==> src/rtl/dwpf_pkg.sv <==
package dwpf_pkg;
    typedef enum logic [1:0] {
        GAP_SHORT = 2'd0,
        GAP_MED   = 2'd1,
        GAP_LONG  = 2'd2,
        GAP_VLONG = 2'd3
    } gap_e;

    typedef enum logic [2:0] {
        S_IDLE = 3'd0,
        S_LOOK = 3'd1,
        S_EMIT = 3'd2,
        S_STEP = 3'd3,
        S_DONE = 3'd4
    } st_e;
endpackage

==> src/rtl/dwpf_quota.sv <==
module dwpf_quota #(
    parameter int DEGREE = 8,
    parameter int CNT_W  = $clog2(DEGREE + 1)
) (
    input  logic [1:0]       gap_class,
    input  logic             first_visit,
    input  logic [CNT_W-1:0] budget,
    output logic [CNT_W-1:0] quota,
    output logic             skip_en
);
    import dwpf_pkg::*;

    localparam int Q_MED  = (DEGREE / 2 > 0) ? DEGREE / 2 : 1;
    localparam int Q_LONG = (DEGREE / 4 > 0) ? DEGREE / 4 : 1;

    logic [CNT_W-1:0] raw;

    always_comb begin
        case (gap_e'(gap_class))
            GAP_SHORT: raw = budget;
            GAP_MED:   raw = CNT_W'(Q_MED);
            GAP_LONG:  raw = CNT_W'(Q_LONG);
            default:   raw = CNT_W'(1);
        endcase
        quota   = (raw < budget) ? raw : budget;
        skip_en = (gap_e'(gap_class) == GAP_SHORT) && first_visit;
    end
endmodule

==> src/rtl/dwpf_gate.sv <==
module dwpf_gate #(
    parameter int ADDR_W = 32,
    parameter int TIME_W = 16,
    parameter int WINDOW = 20
) (
    input  logic [1:0]        conf,
    input  logic [ADDR_W-1:0] stride,
    input  logic [TIME_W-1:0] now,
    input  logic [TIME_W-1:0] seen,
    input  logic              exempt,
    output logic              trained,
    output logic              eligible
);
    logic [TIME_W-1:0] age;

    always_comb begin
        age      = now - seen;
        trained  = (conf >= 2'd2) && (stride != '0);
        eligible = trained && (exempt || (age <= TIME_W'(WINDOW)));
    end
endmodule

==> src/rtl/dw_prefetch_gen.sv <==
module dw_prefetch_gen #(
    parameter int ADDR_W = 32,
    parameter int TIME_W = 16,
    parameter int IDX_W  = 3,
    parameter int DEGREE = 8,
    parameter int SKIP   = 2,
    parameter int WINDOW = 20
) (
    input  logic              clk,
    input  logic              rst_n,
    input  logic              trig_valid,
    output logic              trig_ready,
    input  logic [IDX_W-1:0]  trig_idx,
    input  logic [TIME_W-1:0] trig_time,
    output logic [IDX_W-1:0]  tbl_idx,
    input  logic [ADDR_W-1:0] tbl_addr,
    input  logic [ADDR_W-1:0] tbl_stride,
    input  logic [1:0]        tbl_conf,
    input  logic [1:0]        tbl_class,
    input  logic [TIME_W-1:0] tbl_time,
    input  logic [IDX_W-1:0]  tbl_next,
    input  logic              tbl_next_ok,
    output logic              pf_valid,
    input  logic              pf_ready,
    output logic [ADDR_W-1:0] pf_addr,
    output logic              done
);
    import dwpf_pkg::*;

    localparam int DEPTH = 2 ** IDX_W;
    localparam int CNT_W = $clog2(DEGREE + 1);
    localparam int OFF_W = $clog2(SKIP + DEGREE + 2);
    localparam int HOP_W = $clog2(DEPTH + 1);

    typedef struct packed {
        st_e                         st;
        logic [IDX_W-1:0]            first;
        logic [IDX_W-1:0]            cur;
        logic [TIME_W-1:0]           now;
        logic [CNT_W-1:0]            budget;
        logic [CNT_W-1:0]            cnt;
        logic [HOP_W-1:0]            hops;
        logic                        contrib;
        logic                        opening;
        logic [ADDR_W-1:0]           addr;
        logic [ADDR_W-1:0]           stride;
        logic [IDX_W-1:0]            nxt;
        logic                        nxt_ok;
        logic [DEPTH-1:0]            visited;
        logic [DEPTH-1:0][OFF_W-1:0] off;
    } gen_t;

    gen_t r_q, r_d;

    logic             trained, eligible, skip_en;
    logic [CNT_W-1:0] quota;
    logic [OFF_W-1:0] start_off;
    logic [OFF_W-1:0] k_first;

    dwpf_gate #(.ADDR_W(ADDR_W), .TIME_W(TIME_W), .WINDOW(WINDOW)) u_gate (
        .conf     (tbl_conf),
        .stride   (tbl_stride),
        .now      (r_q.now),
        .seen     (tbl_time),
        .exempt   (r_q.cur == r_q.first),
        .trained  (trained),
        .eligible (eligible)
    );

    dwpf_quota #(.DEGREE(DEGREE), .CNT_W(CNT_W)) u_quota (
        .gap_class   (tbl_class),
        .first_visit (!r_q.visited[r_q.cur]),
        .budget      (r_q.budget),
        .quota       (quota),
        .skip_en     (skip_en)
    );

    always_comb begin
        r_d       = r_q;
        start_off = skip_en ? OFF_W'(SKIP) : r_q.off[r_q.cur];
        k_first   = start_off + 1'b1;
        case (r_q.st)
            S_IDLE: begin
                if (trig_valid) begin
                    r_d.st      = S_LOOK;
                    r_d.first   = trig_idx;
                    r_d.cur     = trig_idx;
                    r_d.now     = trig_time;
                    r_d.budget  = CNT_W'(DEGREE);
                    r_d.hops    = '0;
                    r_d.contrib = 1'b0;
                    r_d.opening = 1'b1;
                    r_d.visited = '0;
                    r_d.off     = '0;
                end
            end
            S_LOOK: begin
                r_d.opening = 1'b0;
                r_d.nxt     = tbl_next;
                r_d.nxt_ok  = tbl_next_ok;
                if (r_q.opening && !trained) begin
                    r_d.st = S_DONE;
                end else if (eligible) begin
                    r_d.addr             = tbl_addr + ADDR_W'(k_first) * tbl_stride;
                    r_d.stride           = tbl_stride;
                    r_d.cnt              = quota;
                    r_d.off[r_q.cur]     = start_off;
                    r_d.visited[r_q.cur] = 1'b1;
                    r_d.st               = S_EMIT;
                end else begin
                    r_d.st = S_STEP;
                end
            end
            S_EMIT: begin
                if (pf_ready) begin
                    r_d.addr         = r_q.addr + r_q.stride;
                    r_d.cnt          = r_q.cnt - 1'b1;
                    r_d.budget       = r_q.budget - 1'b1;
                    r_d.off[r_q.cur] = r_q.off[r_q.cur] + 1'b1;
                    r_d.contrib      = 1'b1;
                    if (r_q.cnt == CNT_W'(1)) r_d.st = S_STEP;
                end
            end
            S_STEP: begin
                if (r_q.budget == '0) begin
                    r_d.st = S_DONE;
                end else if (r_q.nxt_ok && (r_q.hops < HOP_W'(DEPTH))) begin
                    r_d.cur  = r_q.nxt;
                    r_d.hops = r_q.hops + 1'b1;
                    r_d.st   = S_LOOK;
                end else if (!r_q.contrib) begin
                    r_d.st = S_DONE;
                end else begin
                    r_d.cur     = r_q.first;
                    r_d.hops    = '0;
                    r_d.contrib = 1'b0;
                    r_d.st      = S_LOOK;
                end
            end
            default: r_d.st = S_IDLE;
        endcase
    end

    always_ff @(posedge clk) begin
        if (!rst_n) r_q <= '0;
        else        r_q <= r_d;
    end

    assign trig_ready = (r_q.st == S_IDLE);
    assign pf_valid   = (r_q.st == S_EMIT);
    assign pf_addr    = r_q.addr;
    assign done       = (r_q.st == S_DONE);
    assign tbl_idx    = r_q.cur;
endmodule

==> config.mk <==
export PLATFORM = sky130hd
export DESIGN_NAME = dw_prefetch_gen
export DESIGN_NICKNAME = d
export VERILOG_FILES = /design/src/rtl/dwpf_pkg.sv /design/src/rtl/dwpf_quota.sv /design/src/rtl/dwpf_gate.sv /design/src/rtl/dw_prefetch_gen.sv
export SDC_FILE = /design/constraint.sdc
export NUM_CORES = 1
export LEC_CHECK = 0
export BUFFER_PORTS_ARGS = -buffer_cell sky130_fd_sc_hd__buf_2
export CORE_MARGIN = 3
export CORE_UTILIZATION = 45
export CTS_BUF_LIST = sky130_fd_sc_hd__clkbuf_4 sky130_fd_sc_hd__clkbuf_8
export DETAILED_ROUTE_END_ITERATION = 6
export MAX_ROUTING_LAYER = met4
export PLACE_DENSITY = 0.65
export SLEW_MARGIN = 20
export SYNTH_ARGS = -nofsm -noshare
export SYNTH_HDL_FRONTEND = slang
export SYNTH_SLANG_ARGS = --single-unit
export TNS_END_PERCENT = 30
==> constraint.sdc <==
create_clock -name clk -period 7.8 [get_ports clk]
set_input_delay 1.56 -clock clk [delete_from_list [all_inputs] [get_ports clk]]
set_output_delay 1.56 -clock clk [all_outputs]
set_load 0.02 [all_outputs]
Yosys cells after proc, flatten, opt, wreduce, memory -nomap -nowiden
Index checks and enable logic that the tools add are counted.
Cells by class
  $add $sub $neg: 8
  $mul: 1
  magnitude comparators: 6
  equality and inequality tests: 16
  muxes and demuxes: 50
  bitwise gates (word level): 2
  reductions and logical operators: 29
Operator list (number)
  $mux W64: 2
  $mux W40: 3
  $pmux W32 S3: 1
  $add A32 B32 Y32: 2
  $bwmux W32: 2
  $mux W32: 2
  $pmux W32 S2: 1
  $mul A4 B32 Y32: 1
  $reduce_bool A32 Y1: 1
  $mux W29: 1
  $mux W4: 7
  $mux W3: 9
  $pmux W4 S2: 3
  $le A16 B5 Y1 const B: 1
  $pmux W8 S2: 1
  $sub A16 B16 Y16: 1
  $add A4 B1 Y4 const B: 3
  $bmux W4 S3: 1
  $demux W4 S3: 1
  $pmux W3 S4: 1
  $pmux W4 S3: 1
  $reduce_and A4 Y1: 3
  $mux W5: 2
  $ne A2 B2 Y1 const B: 5
  36 further kinds: 57
Storage, ports and cells
  bits in registers: 147
  bits of input ports: 111
  logic and storage cells: 134

Depth between registers and ports, before layout
Gate-level depths: netlist of the first run.
  word-level depth: 11
  mapped depth: 29
  depth with buffers taken out: 24

Cells and area by module
From an unflattened synthesis of the first run, not the netlist that was laid out.
Second synthesis, totals
  cells, all modules: 1766
  area total of the unflattened synthesis: 13838.3 um^2
By module, submodules not included
  dw_prefetch_gen: instances 1, cells an instance 1610, area an instance 12737.2 um^2, seq. area each 2942.8 um^2
  dwpf_gate: instances 1, cells an instance 131, area an instance 930.9 um^2, seq. area each 0.0 um^2
  dwpf_quota: instances 1, cells an instance 25, area an instance 170.2 um^2, seq. area each 0.0 um^2

Worst setup path after synthesis of the first run
Ideal clock, no wire load.
  kind: in2reg
  start point: input tbl_class[0]
  end point: register r_q, in the netlist pf_addr[29]
  library setup time: 0.074 ns
  data arrival time: 7.380 ns
  slack: 0.346 ns
  stages on the path: 26
  path through: inv_1 ha_1 and4_1 a21oi_2 clkbuf_1 ha_1 xnor2_1 clkbuf_1 clkbuf_1 nor2b_1 fa_1 fa_1 inv_1 fa_1 inv_1 ha_1 a21o_1 a21o_1 a21oi_1 o31ai_1 nor3_1 a221oi_1 a2111oi_0 a41oi_1 a21o_1 a31oi_1
On the way
  cells in the longest elaborated chain, start to end: 9
Ends and longest elaborated chain
  start, declared: line dw_prefetch_gen.sv:19  | input logic [1:0] tbl_class,
  $logic_not A2 Y1: line dwpf_quota.sv:26  | skip_en = (gap_e'(gap_class) == GAP_SHORT) && first_visit;
  $logic_and A1 B1 Y1: line dwpf_quota.sv:26
  $mux W4: line dw_prefetch_gen.sv:80  | start_off = skip_en ? OFF_W'(SKIP) : r_q.off[r_q.cur];
  $add A4 B1 Y4: line dw_prefetch_gen.sv:81  | k_first = start_off + 1'b1;
  $mul A4 B32 Y32: line dw_prefetch_gen.sv:104  | r_d.addr = tbl_addr + ADDR_W'(k_first) * tbl_stride;
  $add A32 B32 Y32: line dw_prefetch_gen.sv:104
  $mux W64: line dw_prefetch_gen.sv:103  | end else if (eligible) begin
  $mux W64: line dw_prefetch_gen.sv:101  | if (r_q.opening && !trained) begin
  $pmux W32 S2: line dw_prefetch_gen.sv:82  | case (r_q.st)
  end signal, assigned: line dw_prefetch_gen.sv:146  | else r_q <= r_d;
  end, declared: line dw_prefetch_gen.sv:53  | gen_t r_q, r_d;
No other way between the ends. The select of a mux whose other input is x is not followed.
A chain may end at the register's enable or synchronous reset.

Final worst setup path of the first run
  start point: register r_q, in the netlist tbl_idx[1]
  end point: register r_q, in the netlist pf_addr[29]
On the way
  cells in the longest elaborated chain, start to end: 11
Ends and longest elaborated chain
  $bmux W1 S3: line dw_prefetch_gen.sv:72  | .first_visit (!r_q.visited[r_q.cur]),
  $mux W1 (not written as such): line dw_prefetch_gen.sv:72
  $logic_not A1 Y1: line dw_prefetch_gen.sv:72
  $logic_and A1 B1 Y1: line dwpf_quota.sv:26
  $mux W4: line dw_prefetch_gen.sv:80
  $add A4 B1 Y4: line dw_prefetch_gen.sv:81
  $mul A4 B32 Y32: line dw_prefetch_gen.sv:104
  $add A32 B32 Y32: line dw_prefetch_gen.sv:104
  $mux W64: line dw_prefetch_gen.sv:103
  $mux W64: line dw_prefetch_gen.sv:101
  $pmux W32 S2: line dw_prefetch_gen.sv:82
Several ways; a longest one is shown, not always the timed one. The select of a mux whose other input is x is not followed.

==> results list, run 1 <==
- Clock-pin slew was measured on the worst setup and hold paths at 0.09 ns.
* Cell variety after synth: 80
- Biggest fanout along the worst timing path: 22
- Number of input and output port buffers inserted: between 100 and 150
* Sort of element at the end of the critical path: register
- Setup repair after global routing left no endpoint under its margin.
- Setup slack closes at 0.514 ns.
- Derived from the worst setup path, the maximum achievable clock frequency is about 140 MHz.
- The worst register-to-register path begins at tbl_idx[1]$_SDFFE_PN0P_.
- Final setup violation count: 0
- For the pin with the worst max-slew slack, the measured transition is 1.05 ns.
- The cell area that synthesis handed to floorplanning was 0.0140 mm².
- Hold-fix buffers, CTS: 0
* Worst-Skew Late Latency: roughly 0.46 ns
* Relative slew margins: 29.3%
- Main combinational cell family by area after synthesis: compound AO/OA/AOI/OAI gates
* Count of H-tree levels built during CTS: 4
- Power, Total: 4.33 mW
- Final HPWL from detailed placement: 28500 µm
* Synth Area in XOR/XNOR: 4.10%
* Initial antenna violation count: 0
- Once detail routing completed, the nets flagged for antenna violations numbered 0.
- TritonCTS clock tree: yes
- Number of remaining DRC errors: 0
* Post-synthesis net count: roughly 2100
- Final clock skew: 0.0167 ns
- Category of the worst setup path launch point: register
* Number of primary I/O pins: 149
* Worst Reg-to-Reg Cells: 25
* Share of final-layout standard cells stronger than drive strength 1: between 15 and 20%
* Compound-cell area share of the yosys netlist: 22.1%
- Sequential cells were found to cover 21.0% of the synthesized design area.
- The worst register-to-register path has a setup slack of 0.51 ns.
* All-layer global routing usage: a little under a quarter
- In this run the deepest clock path goes through 2 buffers.
- Number of clock sinks seen by CTS: 147
- In the final design database the tool counted 2174 nets.
- Area after detailed placement: 0.0150 mm²
* Count of state elements after synthesis: roughly 150
- IR analysis of the VDD net gives a maximum drop of ~0.00015 V.
- Counting flops with a built-in enable in the synthesized netlist gives 0.
- From left edge to right edge, the die measures about 180 µm.
- Routed wirelength normalized by instance count: 16.7 µm
- Initial detailed-routing violation count: 897
* Synth-to-Final Area Change: 10.4%
* Share of cell area taken by muxes after synthesis: 1.88%
- Number of global-route vias before repair: 12360
* Final Instance Area: 0.0155 mm²
- The first global-routing pass estimated 62100 µm of wire.
- Dominant register cell in the synthesized netlist: dfxtp_1
- Count of warnings emitted by yosys: 0
- DP Worst Slack: 0.248 ns
- Std cell rows: 63
- From bottom edge to top edge, the die measures 182 µm.
- Routability-driven placement finished with a final weighted congestion of between 0.9 and 1.
- Cell leakage power: 7.33 nW
* Avg Vias per Cell: 5.53
* Run status: complete, no violations
- Diodes inserted: 0
- Crit path time final: approximately 7.3 ns
- After layout, the worst path uses 93.4% of the clock period.
- The tightest min-delay check is of the register to register type.
* Floorplan Core Area: between 0.03 and 0.04 mm²
- Sum of negative setup slack: 0 ns
- The final number of max-transition violations was 0.
- At the worst endpoint, the arrival time is 7.67 ns.
* Cell count after synthesis: 1800
* Largest net degree at the start of global routing: 68
* Async set-or-reset flop fraction in the synthesized netlist: 0%
* Overall die area: approximately 0.033 mm²
- Global route overflow: 0
- Worst setup path class: register to register
- Startpoint of the most critical setup path: tbl_idx[1]$_SDFFE_PN0P_
- Timing endpoint of the critical path: pf_addr[29]$_SDFFE_PN0P_
- Mean Syn Cell Area: 7.78 µm²
- The initial utilization of the core area, before any placement, comes to 46.4%.
* Final Hold Viols: 0
- Detailed Route WL: 38200 µm
- Post-CTS repair changed the size of 0 cells.
- Data required time at the worst endpoint: between 8 and 9 ns
- Power density normalized to cell area: 280 mW/mm²
* Max-capacitance violation count: 0
- Post-CTS setup-driven buffer insertion count: 0
- Overall via count from detail_route: about 13000
* Worst flop-to-flop path endpoint: pf_addr[29]$_SDFFE_PN0P_
- The first detailed-routing pass ran for 6 iterations.
- Simple logic cell fraction of the synthesized area: 20.6%
- Buffers inserted during clock tree synthesis total 17.
- The tree is rooted in a clkbuf_8.
* Adder and majority gate portion of the synthesized area: 20.5%
[where the power goes]
| part | internal (mW) | switching, mW | leakage (nW) |
|---|---|---|---|
| combinational | 1.22 | 1.57 | 5.90 |
| clock | 0.403 | 0.316 | 0.233 |
| sequential | 0.786 | 0.0395 | 1.19 |
| total | 2.41 | 1.92 | 7.33 |
[state kept, by name, indices dropped and copies added (netlist names)]
register / cells
r_q: 112
pf_addr: 32
tbl_idx: 3
[kinds of logic after synthesis]
group	count (synthesis)
buffers and inverters	319
XOR/XNOR	64
adder cells (fa/ha/maj)	177
AO/OA/AOI/OAI	488
flip-flops	147
multiplexers	22
AND/OR/NAND/NOR	583
[worst max-delay path, stage by stage, from the launching register on]
cell and delay, ns:
dfxtp_1 0.70, buf_4 0.28, or3b_2 0.25, o22ai_1 0.10, or4_1 0.62, nor2b_1 0.18
mux2_4 0.38, and2_1 0.23, fa_1 0.51, fa_1 0.54, inv_1 0.05, fa_1 0.49
inv_1 0.04, ha_1 0.23, or2_0 0.24, or2_2 0.32, o211ai_1 0.35, a21oi_1 0.13
nor3_1 0.26, buf_4 0.16, a221oi_1 0.08, buf_4 0.18, a2111oi_0 0.43, a41oi_1 0.10
a21o_1 0.20, a31oi_1 0.15
[layout make-up]
| class | instances | area, µm² |
|---|---|---|
| Clock inverter | 12 | 201 |
| Clock buffer | 20 | 269 |
| Inverter | 191 | 717 |
| Timing Repair Buffer | 195 | 1120 |
| Multi-Input combinational cell | 1334 | 9730 |
| Sequential cell | 147 | 2940 |
| Fill cell | 2904 | 14700 |
| Tap cell | 390 | 488 |
[how the worst min path moves through the flow]
| stage | start | to | slack [ns] | depth (start not counted) |
|---|---|---|---|---|
| after floorplan | r_q[32]$_SDFFE_PN0P_ | r_q[32]$_SDFFE_PN0P_ | 0.43 | 2 |
| after global placement | r_q[108]$_SDFFE_PN0P_ | r_q[108]$_SDFFE_PN0P_ | 0.44 | 2 |
| after detailed placement | r_q[40]$_SDFFE_PN0P_ | r_q[40]$_SDFFE_PN0P_ | 0.45 | 2 |
| after CTS | r_q[40]$_SDFFE_PN0P_ | r_q[40]$_SDFFE_PN0P_ | 0.46 | 2 |
| after global routing | r_q[40]$_SDFFE_PN0P_ | r_q[40]$_SDFFE_PN0P_ | 0.48 | 2 |
| final | r_q[40]$_SDFFE_PN0P_ | r_q[40]$_SDFFE_PN0P_ | 0.46 | 2 |
[layout by cell type (no fill, tap or decap), types with 10 or more instances in the layout]
| cell type | synthesis | final |
|---|---|---|
| nor4_1 | 11 | 10 |
| buf_2 | 20 | 147 |
| o211ai_1 | 10 | 10 |
| nor2b_1 | 70 | 70 |
| o21ai_0 | 120 | 118 |
| o21a_1 | 16 | 16 |
| nor2_1 | 97 | 97 |
| a21o_1 | 28 | 28 |
| a21oi_1 | 163 | 162 |
| nand3_1 | 30 | 30 |
| xnor2_1 | 35 | 34 |
| o22ai_1 | 14 | 14 |
| nand2b_1 | 28 | 28 |
| a31oi_1 | 24 | 24 |
| and2_1 | 58 | 58 |
| dfxtp_1 | 147 | 147 |
| nor3_1 | 21 | 21 |
| fa_1 | 87 | 87 |
| o21bai_1 | 11 | 11 |
| and3_1 | 13 | 13 |
| xor2_1 | 28 | 28 |
| o221a_2 | 25 | 25 |
| inv_1 | 191 | 190 |
| buf_4 | 35 | 46 |
| a211oi_1 | 11 | 11 |
| clkbuf_8 | 0 | 19 |
| nand2_1 | 205 | 205 |
| ha_1 | 90 | 90 |
| mux2i_1 | 11 | 11 |
[cell usage after synthesis, types with 4 or more instances]
cell type  number  area (µm²)
a211oi_1       11        82.6
a21o_1         28         210
a21oi_1       163         816
a2bb2oi_1       6        52.6
a311oi_1        7        61.3
a31oi_1        24         150
and2_1         58         363
and3_1         13        81.3
buf_1           8        30.0
buf_2          20         100
buf_4          35         263
clkbuf_1       63         236
dfxtp_1       147        2940
fa_1           87        1740
ha_1           90        1130
inv_1         191         717
mux2_2          7        78.8
mux2i_1        11         110
nand2_1       205         769
nand2b_1       28         175
nand3_1        30         150
nand3b_1        7        52.6
nand4_1         7        43.8
nor2_1         97         364
nor2b_1        70         438
nor3_1         21         105
nor3b_1         7        52.6
nor4_1         11        68.8
o211a_1         5        50.1
o211ai_1       10        75.1
o21a_1         16         120
o21ai_0       120         601
o21ba_2         5        50.1
o21bai_1       11        82.6
o221a_2        25         282
o221ai_1        6        52.6
o22ai_1        14        87.6
o31ai_1         4        30.0
or2_2           6        37.5
or3_1           6        37.5
or3b_2          4        35.0
xnor2_1        35         307
xor2_1         28         245
[per-stage QoR]
step | cells | utilization [%] | hold WS (ns)
floorplan | 1800 | - | 0.429
global placement | 2257 | 49.7 | 0.442
detailed placement | 2257 | 49.7 | 0.447
CTS | 2289 | 51.2 | 0.460
global route | 2289 | 51.3 | 0.475
finish | 2289 | 51.3 | 0.460
[layer usage]
| metal | vias up | share of wire, % | GRT usage [%] |
|---|---|---|---|
| met2 | 346 | 47 | 37.9 |
| met1 | 6000 | 46 | 30.6 |
| met3 | 46 | 5.2 | 2.95 |
| li1 | 6258 | - | - |
| met5 | - | 0 | - |
| met4 | 0 | 1.9 | 6.15 |
No activity file was read; power rests on OpenSTA's default activity.
==> run 2, diff against run 1 <==
Settings changed: PLACE_DENSITY 0.65 to unset, PLACE_DENSITY_LB_ADDON set to 0.05.
==> results list, run 2 (synthesized netlist as in run 1, its figures left out) <==
- Post-Route Utilization: 51.5% (+0.20 points)
- The number of search-and-repair iterations in the first detailed-routing pass came to 5 (-1).
* Hold WS: 0.459 ns (-0.00106 ns)
- Clock tree root driver cell: clkbuf_8
- The number of top-level design ports was 149 (unchanged).
* CP arrival: 7.63 ns (-0.04 ns)
* Worst path setup slack after routing: 0.557 ns (+0.0434 ns)
- The post-layout net count was 2183 (+0.41%).
- The count of endpoints failing setup in the final report came to 0 (unchanged).
- Biggest fanout along the worst timing path: 29 (+32%)
* Initial antenna violation count: 0 (unchanged)
- The standby leakage power was 7.36 nW (+0.52%).
- The number of buffers inserted by port buffering is 147 (unchanged).
* Max FFs per register: 112 (unchanged)
- Floorplan Core Area: 0.0302 mm² (unchanged)
- Clock transition at the register clock pins on the worst setup and hold paths after CTS: 0.08 ns (about the same)
* Number of global-route vias before repair: 12154 (-1.7%)
* Number of resized instances in the post-cts repair step: 0 (unchanged)
- The final non-filler cell total came to 2297 (+0.35%).
- Worst-Skew Late Latency: 0.46 ns (about the same)
* Achievable frequency: 138 MHz (+0.60%)
- The critical path in this run is classified as register to register.
* Max-capacitance violation count: 0 (unchanged)
* Avg Vias per Cell: 5.43 (-1.7%)
- The worst-case vdd ir drop was 0.000153 V (+1.3%).
- Post-CTS setup-driven buffer insertion count: 0 (unchanged)
- The actual slew at the worst max-slew pin was 1.09 ns (+0.0394 ns).
* Number of clock sinks seen by CTS: 147 (unchanged)
* Power, Total: 4.35 mW (+0.35%)
- Largest net degree at the start of global routing: 74 (+8.8%)
* Final HPWL from detailed placement: 28800 µm (+1.1%)
- Starting Density: 46.4% (unchanged)
- Crit path time final: 7.24 ns (-0.0434 ns)
- Data required time at the worst endpoint: 8.19 ns (about the same)
- Setup repair after global routing left no endpoint under its margin.
- Count of antenna-violating nets left after detailed routing: 0 (unchanged)
- The register with the most flip-flops in the final layout is r_q.
- The worst setup path is captured at a register.
- DP Worst Slack: 0.249 ns (+0.000601 ns)
- Detailed Route WL: 38500 µm (+0.96%)
* TritonCTS clock tree: yes
* Category of the worst setup path launch point: register
- Power density normalized to cell area: 280 mW/mm² (about the same)
* Die outline width: 182 µm (unchanged)
* Final Hold Viols: 0 (unchanged)
* Max-slew violations: 0 (unchanged)
- Count of H-tree levels built during CTS: 4 (unchanged)
- Count of fill cells added during filler insertion: 3098 (+6.7%)
- Number of remaining DRC errors: 0 (unchanged)
- Final Instance Area: 0.0155 mm² (+0.39%)
- Sum of negative setup slack: 0 ns (unchanged)
- The via count of the routed design was 12480 (-1.3%).
- Overall die area: 0.0333 mm² (unchanged)
- The number of placed instances, taps included was 2266 (+0.40%).
* Die Y-Extent: 182 µm (unchanged)
* Commonest cells after routing, fill and taps aside: nand2_1, inv_1, a21oi_1
- Reg area: 0.00294 mm² (unchanged)
- Number of clock buffers inserted by TritonCTS: 17 (unchanged)
- The post-detailed-placement cell area is 0.0151 mm² (+0.78%).
* Maximum number of buffers from clock root to sink: 2 (unchanged)
* Share of final-layout standard cells stronger than drive strength 1: 15.8% (+0.35 points)
- The iteration-0 DRC count of the detailed router came to 698 (-22%).
- The number of placement rows is 63 (unchanged).
* Wire length of the first global-routing pass: 62800 µm (+1.2%)
- The library cell used most frequently in the layout, excluding fill and tap cells, is nand2_1.
* Total area of multi-input combinational cells: 0.00975 mm² (+0.12%)
- Final clock skew: 0.0154 ns (-0.00133 ns)
- Final Wtd Congestion: 0.868 (-6.5%)
- Hold crit path type: register to register
- Relative slew margins: 26.6% (-2.7 points)
- All-layer global routing usage: 23.7% (+0.45 points)
* Synth-to-Final Area Change: 10.9%
- Final period utilization: 92.9% (-0.56 points)
* Hold-fix buffers, CTS: 0 (unchanged)
- The run finished with clean final reports.
* Global route overflow: 0 (unchanged)
- Routed wirelength normalized by instance count: 16.8 µm (+0.61%)
- The number of antenna diodes is 0 (unchanged).
[run 2: where the power goes]
| part | leakage (nW) | switching, mW | internal, mW | total, mW |
|---|---|---|---|---|
| sequential | 1.19 | 0.0374 | 0.786 | 0.824 |
| combinational | 5.96 | 1.59 | 1.29 | 2.88 |
| clock | 0.212 | 0.299 | 0.346 | 0.645 |
| total | 7.36 | 1.93 | 2.42 | 4.35 |
[run 2: worst paths after layout]
kind	start	to	slack, ns	cells past startpoint
max	tbl_idx[1]$_SDFFE_PN0P_	pf_addr[31]$_SDFFE_PN0P_	0.56	24
min	r_q[40]$_SDFFE_PN0P_	r_q[40]$_SDFFE_PN0P_	0.46	2
min reg2reg	r_q[40]$_SDFFE_PN0P_	r_q[40]$_SDFFE_PN0P_	0.46	2
max reg2reg	tbl_idx[1]$_SDFFE_PN0P_	pf_addr[31]$_SDFFE_PN0P_	0.56	24
[run 2: area by class of cell]
cell class	count	share of cell area, %
inverters	191	4.62
repair buffers	204	7.86
well taps	390	3.14
flip-flops and latches	147	18.9
clock inverters	9	0.830
clock buffers	22	1.87
multi-input cells	1334	62.7
[run 2: worst max-delay path: stages (launching register included)]
cell	delay, ns
dfxtp_1	0.73
buf_4	0.32
or3_1	0.35
o22ai_1	0.15
or4_1	0.55
nor2b_1	0.17
mux2_4	0.39
and2_1	0.24
fa_1	0.51
fa_1	0.54
inv_1	0.05
fa_1	0.49
inv_1	0.04
ha_1	0.23
or2_0	0.23
or2_2	0.31
o211ai_1	0.16
buf_4	0.15
a21oi_1	0.07
nor3_1	0.32
a221oi_1	0.21
a311oi_1	0.47
xnor2_1	0.18
nand3_1	0.10
a31oi_1	0.17
[run 2: metal layers]
metal / global-route usage, % / vias to the layer above / part of all wire (%)
met3: 3.41 / 25 / 4.6
li1: - / 6286 / -
met4: 4.45 / 0 / 1.2
met1: 32.2 / 5920 / 48
met2: 38.0 / 249 / 46
met5: - / - / 0
==> run 3, diff against run 2 <==
Settings changed: CTS_BUF_LIST sky130_fd_sc_hd__clkbuf_4 sky130_fd_sc_hd__clkbuf_8 to sky130_fd_sc_hd__clkbuf_4 sky130_fd_sc_hd__clkbuf_8 sky130_fd_sc_hd__clkbuf_16.
==> results list, run 3 (synthesized netlist as in run 1, its figures left out) <==
- Biggest fanout along the worst timing path: 29 (unchanged)
- The total net switching power came to 1.95 mW (+1.4%).
- Nets@finish: 2183 (unchanged)
- From synthesis to final layout, the design area changed by 12.2%.
- The critical path is of the register to register type.
* CP arrival: 7.66 ns (+0.03 ns)
- The slack of the worst reg-to-reg path is 0.49 ns (-0.07 ns).
- The met1 routed wirelength after detailed routing is 18700 µm (+0.72%).
- Cell class contributing the biggest share of worst-path delay: simple AND/OR/NAND/NOR gates
- The run finished with clean final reports.
- The count of endpoints failing setup in the final report is 0 (unchanged).
- Initial antenna violation count: 0 (unchanged)
* Avg Vias per Cell: 5.42 (-0.27%)
- The standby leakage power was 7.45 nW (+1.2%).
- The worst setup path is captured at a register.
* Clock tree root driver cell: clkbuf_16
- The die footprint came to 0.0333 mm² (unchanged).
- Max-capacitance violation count: 0 (unchanged)
* Series of cell instances along the critical path: buf_4, or3_1, o22ai_1, or4_1, nor2b_1, mux2_4, and2_1, fa_1, fa_1, inv_1, fa_1, inv_1, ha_1, or2_0, or2_2, o211ai_1, buf_4, a21oi_1, nor3_1, a221oi_1, a311oi_1, xnor2_1, nand3_1, a31oi_1
- Met2 routed wirelength: 17700 µm (-0.30%)
- Setup repair after global routing left no endpoint under its margin.
* Power density normalized to cell area: 290 mW/mm² (+3.7%)
- The die span in x is 182 µm (unchanged).
* Floorplan Core Area: 0.0302 mm² (unchanged)
- The initial cell density of the core is 46.4% (unchanged).
* Number of clock buffers inserted by TritonCTS: 17 (unchanged)
- The average wire per cell in the routed design came to 16.8 µm (+0.26%).
- Slowest-stage cell, CP: dfxtp_1
- The via count of the first global-routing pass came to 12146 (-0.066%).
- Part of the power in combinational logic: 63.1% (-3.1 points)
- Relative slew margins: 35.3% (+8.7 points)
- Overall via count from detail_route: 12446 (-0.27%)
* Number of input and output port buffers inserted: 147 (unchanged)
* Hold-fix buffers, CTS: 0 (unchanged)
* Internal power: 2.61 mW (+7.8%)
* Final Hold Viols: 0 (unchanged)
- Std cell rows: 63 (unchanged)
* Final clock skew: 0.0118 ns (-0.00361 ns)
- The number of H-tree branching levels was 4 (unchanged).
- The number of antenna diodes is 0 (unchanged).
- Biggest cell delay along the critical path: 0.72 ns (about the same)
* Data required time at the worst endpoint: 8.15 ns (-0.04 ns)
* Number of primary I/O pins: 149 (unchanged)
- STA classifies the critical path startpoint as a register.
- The final weighted congestion in routability-driven placement was 0.868 (unchanged).
- The final antenna-violating net count was 0 (unchanged).
- The iteration-0 DRC count of the detailed router is 736 (+5.4%).
* Buffer and inverter count on the worst path: 4 (unchanged)
* Register containing the most flip-flops in the final layout: r_q
- Power, Total: 4.56 mW (+4.9%)
- Sequential fraction of design power: 18.1% (-0.9 points)
- Worst-Skew Late Latency: 0.42 ns (-0.04 ns)
* Hold crit path type: register to register
- The clock network fraction of total power is 18.8% (+4.0 points).
* Achievable frequency: 137 MHz (-0.92%)
- Worst vdd rail ir drop: 0.000153 V (-0.31%)
- The height of the chip came to 182 µm (unchanged).
- The clock-pin slew reported for the worst setup and hold paths after clock tree synthesis came to 0.06 ns (-0.02 ns).
- The layout cell share with drive strength beyond 1 is 15.8% (unchanged).
* Final period utilization: 93.7% (+0.86 points)
* Worst slew pin tran: 0.961 ns (-0.129 ns)
* Post-CTS setup-driven buffer insertion count: 0 (unchanged)
- The proportion of total power due to net switching is 42.8% (-1.5 points).
- Number of resized instances in the post-cts repair step: 0 (unchanged)
- Largest net degree at the start of global routing: 74 (unchanged)
- TritonCTS clock tree: yes
- Detailed-routing iteration count for the pre-antenna-repair pass: 4 (-1)
* Detailed Route WL: 38600 µm (+0.26%)
- The flip-flop count of the largest register after layout came to 112 (unchanged).
* Sum of negative setup slack: 0 ns (unchanged)
- Maximum number of buffers from clock root to sink: 2 (unchanged)
* Count of fill cells added during filler insertion: 3064 (-1.1%)
- Wire length of the first global-routing pass: 63000 µm (+0.28%)
- The final HPWL from detailed placement is 28800 µm (unchanged).
- The clock sink count was 147 (unchanged).
* Crit path time final: 7.31 ns (+0.0671 ns)
* Global route overflow: 0 (unchanged)
- The DRC violations left is 0 (unchanged).
- The overall global routing resource usage was 23.7% (+0.064 points).
- Routed met3 length: 1740 µm (-1.4%)
* Top Metal Used: met4
* Most repeated library cell on the critical path: fa_1
* Commonest cells after routing, fill and taps aside: nand2_1, inv_1, a21oi_1
* Most common library cell in the layout ignoring fill and taps: nand2_1
- The final number of max-transition violations was 0 (unchanged).
-- run 3: cell counts in the layout (fill, tap and decap cells not counted) --
No cell type changed its count.
-- run 3: area by class of cell --
cell class	instances	area (µm²)	area share, %
Clock buffer	22	482	3.06
Clock inverter	9	129	0.820
Inverter	191	717	4.56
Multi-Input combinational cell	1334	9750	62.0
Sequential cell	147	2940	18.7
Tap cell	390	488	3.10
Timing Repair Buffer	204	1220	7.77
-- run 3: worst reg2reg max path: stages, from the launching register on --
cell	delay [ns]
dfxtp_1	0.72
buf_4	0.32
or3_1	0.35
o22ai_1	0.15
or4_1	0.56
nor2b_1	0.17
mux2_4	0.40
and2_1	0.27
fa_1	0.51
fa_1	0.54
inv_1	0.05
fa_1	0.49
inv_1	0.04
ha_1	0.23
or2_0	0.23
or2_2	0.31
o211ai_1	0.16
buf_4	0.15
a21oi_1	0.07
nor3_1	0.32
a221oi_1	0.20
a311oi_1	0.52
xnor2_1	0.19
nand3_1	0.10
a31oi_1	0.17
-- run 3: worst paths after layout --
check                                           endpoint  cells after the start                    start
worst min register to register      r_q[40]$_SDFFE_PN0P_                      2     r_q[40]$_SDFFE_PN0P_
worst min-delay path                r_q[40]$_SDFFE_PN0P_                      2     r_q[40]$_SDFFE_PN0P_
worst max register to register  pf_addr[31]$_SDFFE_PN0P_                     24  tbl_idx[1]$_SDFFE_PN0P_
worst max-delay path            pf_addr[31]$_SDFFE_PN0P_                     24  tbl_idx[1]$_SDFFE_PN0P_
-- run 3: stage by stage --
step                      hold slack (ns)  area [µm²]  instances  setup WS (ns)  util, %
after floorplan                     0.429       14000       1800          0.346        -
after global placement              0.441       15100       2265          0.266     50.0
after detailed placement            0.447       15100       2266          0.249     50.1
after CTS                           0.457       15700       2297          0.518     52.1
after global routing                0.477       15700       2297         0.0835     52.1
final                               0.456       15700       2297          0.490     52.1
-- run 3: power by group through the flow --
stage,Clock (mW),Sequential (mW),Combinational (mW)
finish,0.857,0.825,2.88
global route,0.903,0.829,3.27
CTS,0.873,0.825,2.89
detailed placement,0,0.841,2.87
global placement,0,0.840,2.84
floorplan,0,0.823,2.03
-- run 3: routing by layer --
metal  vias to the layer above  global-route usage [%]
met2                       240                    38.1
li1                       6293                       -
met1                      5884                    32.3
met3                        29                    3.29
met5                         -                       -
met4                         0                    4.48
